--- config.mk ---
export PLATFORM = sky130hd
export DESIGN_NAME = usb_irq_flags
export DESIGN_NICKNAME = d
export VERILOG_FILES = /design/src/rtl/usb_irq_pkg.sv /design/src/rtl/usb_irq_sticky.sv /design/src/rtl/usb_irq_mirror.sv /design/src/rtl/usb_irq_mask.sv /design/src/rtl/usb_irq_flags.sv
export SDC_FILE = /design/constraint.sdc
export NUM_CORES = 1
export LEC_CHECK = 0
export BUFFER_PORTS_ARGS = -buffer_cell sky130_fd_sc_hd__buf_2
export CAP_MARGIN = 30
export CORE_MARGIN = 2
export CORE_UTILIZATION = 44
export DETAILED_ROUTE_END_ITERATION = 8
export PLACE_DENSITY = 0.75
export SETUP_SLACK_MARGIN = 0.02
export SYNTH_ARGS = -nofsm -noshare
export SYNTH_HDL_FRONTEND = slang
export SYNTH_SLANG_ARGS = --single-unit
--- constraint.sdc ---
create_clock -name clk -period 1 [get_ports clk]
set_input_delay 0.1 -clock clk [delete_from_list [all_inputs] [get_ports clk]]
set_output_delay 0.1 -clock clk [all_outputs]
set_load 0.05 [all_outputs]
--- src/rtl/usb_irq_pkg.sv ---
package usb_irq_pkg;
    localparam int REG_W       = 8;
    localparam int NUM_STICKY  = 3;
    localparam int POS_BUSRST  = 7;
    localparam int POS_EP1FULL = 6;
    localparam int POS_EP2REQ  = 5;
    localparam int POS_EP2FREE = 4;
    localparam int POS_SETUP   = 3;
    localparam logic [REG_W-1:0] EN_RESET = '0;

    typedef enum logic {
        SEL_STATUS = 1'b0,
        SEL_ENABLE = 1'b1
    } reg_sel_e;

    // sticky slot index -> status bit position
    function automatic int sticky_pos(input int idx);
        case (idx)
            0:       return POS_BUSRST;
            1:       return POS_EP2REQ;
            default: return POS_SETUP;
        endcase
    endfunction
endpackage

--- src/rtl/usb_irq_sticky.sv ---
module usb_irq_sticky (
    input  logic clk,
    input  logic rst_n,
    input  logic set_evt,
    input  logic clr_wr,
    input  logic keep_bit,
    output logic flag
);
    typedef struct packed {
        logic flag;
    } state_t;

    state_t st_d, st_q;

    always_comb begin
        st_d = st_q;
        if (clr_wr && !keep_bit) begin
            st_d.flag = 1'b0;
        end
        if (set_evt) begin
            st_d.flag = 1'b1;   // a set outranks a clear in the same cycle
        end
    end

    always_ff @(posedge clk or negedge rst_n) begin
        if (!rst_n) begin
            st_q <= '0;
        end else begin
            st_q <= st_d;
        end
    end

    assign flag = st_q.flag;
endmodule

--- src/rtl/usb_irq_mirror.sv ---
module usb_irq_mirror #(
    parameter logic RST_VAL = 1'b0
) (
    input  logic clk,
    input  logic rst_n,
    input  logic live,
    output logic level
);
    typedef struct packed {
        logic level;
    } state_t;

    state_t st_d, st_q;

    always_comb begin
        st_d       = st_q;
        st_d.level = live;
    end

    always_ff @(posedge clk or negedge rst_n) begin
        if (!rst_n) begin
            st_q.level <= RST_VAL;
        end else begin
            st_q <= st_d;
        end
    end

    assign level = st_q.level;
endmodule

--- src/rtl/usb_irq_mask.sv ---
module usb_irq_mask #(
    parameter int W = 8,
    parameter logic [W-1:0] RST_VAL = '0
) (
    input  logic         clk,
    input  logic         rst_n,
    input  logic         en_wr,
    input  logic [W-1:0] wdata,
    input  logic [W-1:0] flags,
    output logic [W-1:0] mask,
    output logic         irq
);
    typedef struct packed {
        logic [W-1:0] mask;
        logic         irq;
    } state_t;

    state_t st_d, st_q;

    always_comb begin
        st_d     = st_q;
        st_d.irq = |(flags & st_q.mask);
        if (en_wr) begin
            st_d.mask = wdata;
        end
    end

    always_ff @(posedge clk or negedge rst_n) begin
        if (!rst_n) begin
            st_q.mask <= RST_VAL;
            st_q.irq  <= 1'b0;
        end else begin
            st_q <= st_d;
        end
    end

    assign mask = st_q.mask;
    assign irq  = st_q.irq;
endmodule

--- src/rtl/usb_irq_flags.sv ---
module usb_irq_flags
    import usb_irq_pkg::*;
(
    input  logic             clk,
    input  logic             rst_n,
    input  logic             bus_reset_evt,
    input  logic             ep2_nodata_evt,
    input  logic             setup_done_evt,
    input  logic             ep1_rx_valid,
    input  logic             ep2_tx_free,
    input  logic             wr_en,
    input  logic             addr,
    input  logic [REG_W-1:0] wdata,
    output logic [REG_W-1:0] rdata,
    output logic             irq
);
    logic [NUM_STICKY-1:0] evt_vec;
    logic [NUM_STICKY-1:0] sticky_q;
    logic                  ep1_lvl;
    logic                  ep2_lvl;
    logic                  wr_status;
    logic                  wr_enable;
    logic [REG_W-1:0]      flags_q;
    logic [REG_W-1:0]      en_q;

    assign evt_vec   = {setup_done_evt, ep2_nodata_evt, bus_reset_evt};
    assign wr_status = wr_en && (reg_sel_e'(addr) == SEL_STATUS);
    assign wr_enable = wr_en && (reg_sel_e'(addr) == SEL_ENABLE);

    for (genvar g = 0; g < NUM_STICKY; g++) begin : g_sticky
        usb_irq_sticky u_flag (
            .clk      (clk),
            .rst_n    (rst_n),
            .set_evt  (evt_vec[g]),
            .clr_wr   (wr_status),
            .keep_bit (wdata[sticky_pos(g)]),
            .flag     (sticky_q[g])
        );
    end

    usb_irq_mirror #(.RST_VAL(1'b0)) u_ep1 (
        .clk   (clk),
        .rst_n (rst_n),
        .live  (ep1_rx_valid),
        .level (ep1_lvl)
    );

    usb_irq_mirror #(.RST_VAL(1'b1)) u_ep2 (
        .clk   (clk),
        .rst_n (rst_n),
        .live  (ep2_tx_free),
        .level (ep2_lvl)
    );

    always_comb begin
        flags_q = '0;
        for (int i = 0; i < NUM_STICKY; i++) begin
            flags_q[sticky_pos(i)] = sticky_q[i];
        end
        flags_q[POS_EP1FULL] = ep1_lvl;
        flags_q[POS_EP2FREE] = ep2_lvl;
    end

    usb_irq_mask #(.W(REG_W), .RST_VAL(EN_RESET)) u_mask (
        .clk   (clk),
        .rst_n (rst_n),
        .en_wr (wr_enable),
        .wdata (wdata),
        .flags (flags_q),
        .mask  (en_q),
        .irq   (irq)
    );

    always_comb begin
        if (reg_sel_e'(addr) == SEL_ENABLE) begin
            rdata = en_q;
        end else begin
            rdata = flags_q;
        end
    end
endmodule

==> impl_metrics.json <==
{
  "cts_buffer_depth": 2,
  "netlist_area_um2": 608,
  "nets": 104,
  "worst_slew_pin_slew_ns": 0.344,
  "die_area_um2": 1700,
  "yosysSeqAreaShare_pct": 57.8,
  "violations": "setup timing",
  "run_status": "complete, but fails checks",
  "die_width_um": 41.2,
  "clk_pin_slew_worst_paths_ns": 0.09,
  "drv_slew": 0,
  "synth_area_leader_cell": "dfrtp_1",
  "yosysWarnings": 0,
  "required_ns": 0.90,
  "synth_area_leaders": "dfrtp_1, mux2_2, dfstp_2, or3b_1, a21o_1",
  "r2r-start": "u_mask.mask[7]",
  "setup_viol": 9,
  "synth.avg_cell_area_um2": 14.8,
  "synth_top_area_share_pct": 53.5,
  "final_common_cell": "buf_2",
  "reg2reg_slack_ns": -0.14,
  "placedCellCount": 80,
  "dpl_worst_slack_ns": 0.0103,
  "cts_tree": "built",
  "io_buffers": 25,
  "fmax_mhz": 814,
  "cts_sinks": 14,
  "p_leak_nw": 0.499,
  "powerDensity_nw_per_um2": 1620,
  "path_cells": "mux2_4, buf_8",
  "hp-start": "wdata[4]",
  "syn_to_final_growth_pct": 70.4,
  "dieHeight_um": 41.2,
  "fill_cells": 86,
  "worstSetupPathType": "flop to primary output",
  "syn-num-nets": 58,
  "clock_latency_ns": 0.28,
  "relSlewSlack_pct": 77.0,
  "drt-initial-drc-count": 5,
  "ys_types": 11,
  "antenna_found_initial": 0,
  "initial_core_util_pct": 46.7,
  "startpoint": "u_mask.mask[4]",
  "critPathMaxStageDelay_ns": 0.41,
  "critPathMaxFanout": 3,
  "fin_skew_ns": 0.00319,
  "via_count": 506,
  "seqCellArea_um2": 352,
  "finalWeightedCongestion": 0.696,
  "drive_gt1_share_pct": 67.4,
  "ys_ff_latch": 14,
  "fin_util_pct": 79.6,
  "viasPerCell": 5.01,
  "rows": 13,
  "hold_viol": 0,
  "multiInputGateArea_um2": 272,
  "hpwlAfterDp_um": 842,
  "fin_ws_ns": -0.228,
  "start_kind": "flop",
  "final_antenna_net_count": 0,
  "drc": 0,
  "grt_max_degree": 15,
  "io_pins": 26,
  "routed_wl_mm": 1.52,
  "cts-root-buf": "clkbuf_4",
  "cpMaxStageDelayCell": "dfrtp_1",
  "fin_crit_sh_pct": 123,
  "finalNonFillerCells": 101,
  "max-cap-violations": 0,
  "grt_first_pass_wirelength_mm": 2.15,
  "core_um2": 1300,
  "min_period_ns": 1.23,
  "ir_drop_uv": 1470,
  "cts_buffers": 3,
  "final_cell_mix": "buf_2, dfrtp_1, buf_4, buf_8, mux2_2",
  "drt-wirelength-per-cell_um": 15.0,
  "grt_pass1_vias": 465,
  "power_mw": 1.68,
  "arrival_ns": 1.13,
  "grt_setup_unrepaired": "yes",
  "grt_overflow": 0,
  "track_usage_pct": 20.6,
  "min_path_type": "input port to flop",
  "crit_path_end_kind": "primary output",
  "diodes": 0,
  "syn_inst": 41,
  "firstDrtPassIters": 4,
  "htree_levels": 1
}
-- per-stage QoR --
stage,cell area (µm²),TNS [ns],hold slack (ns)
finish,1040,-1.39,0.0480
global route,1040,-1.78,0.0423
floorplan,608,0,-0.196
global placement,741,0,0.0103
CTS,1010,-1.34,0.0491
detailed placement,741,0,0.00575
-- layer usage --
metal | up-vias | share of wire (%) | track usage [%]
met5 | - | 0 | 0
met4 | 0 | 0.72 | 4.84
met3 | 2 | 5.2 | 6.52
met2 | 22 | 52 | 35.9
met1 | 243 | 42 | 24.5
li1 | 239 | - | -
-- critical path, delay by kind of cell (launching register included) --
family,cells,cell delay (ns)
buffers and inverters,1,0.15
DFF,1,0.41
muxes,1,0.29
-- synth_stat cells --
cell type  count
a222oi_1       1
dfrtp_1       13
nand2_1        1
or3b_1         3
nand2_2        1
buf_6          1
a22oi_1        1
a21o_1         3
dfstp_2        1
mux2_2        13
and2_2         3
-- path summary, 6_finish.rpt --
check	to	cells past startpoint
worst min register to register	u_mask.mask[1]	1
worst max-delay path	rdata[4]	2
max in group asynchronous	u_ep2.level	2
worst min-delay path	u_mask.mask[4]	2
worst max register to register	u_mask.irq	3
min in group asynchronous	u_mask.mask[7]	2
-- layout make-up --
cell class,count,area share (%)
clock buffer,4,3.50
sequential,14,33.9
tap,15,1.81
timing repair buffer,42,34.5
multi-input combinational,26,26.2
-- report_power, final --
group / total [mW] / internal, mW / switching (mW)
registers: 0.667 / 0.630 / 0.0372
clock network: 0.406 / 0.221 / 0.184
logic: 0.604 / 0.320 / 0.284
total: 1.68 / 1.17 / 0.505
-- cell families after synthesis --
kind of cell	after synthesis	share of synthesized area [%]
DFF	14	57.8
muxes	13	24.1
and+or+nand+nor	8	9.67
AOI/OAI and AO/OA	5	6.58
buffers and inverters	1	1.85
-- what timing repair did --
item                       in CTS  in global routing
gates resized for setup        34                  3
setup endpoints to repair       9                 11
hold buffers                    6                  0
pin swaps                       2                  0
hold endpoints to repair       19                  0
buffers inserted                9                  2
-- registers in the layout, indices dropped and copies added, names as in the netlist --
name / count
g_sticky.u_flag.flag: 3
u_ep1.level: 1
u_ep2.level: 1
u_mask.irq: 1
u_mask.mask: 8
(Power assumes the default switching activity.)
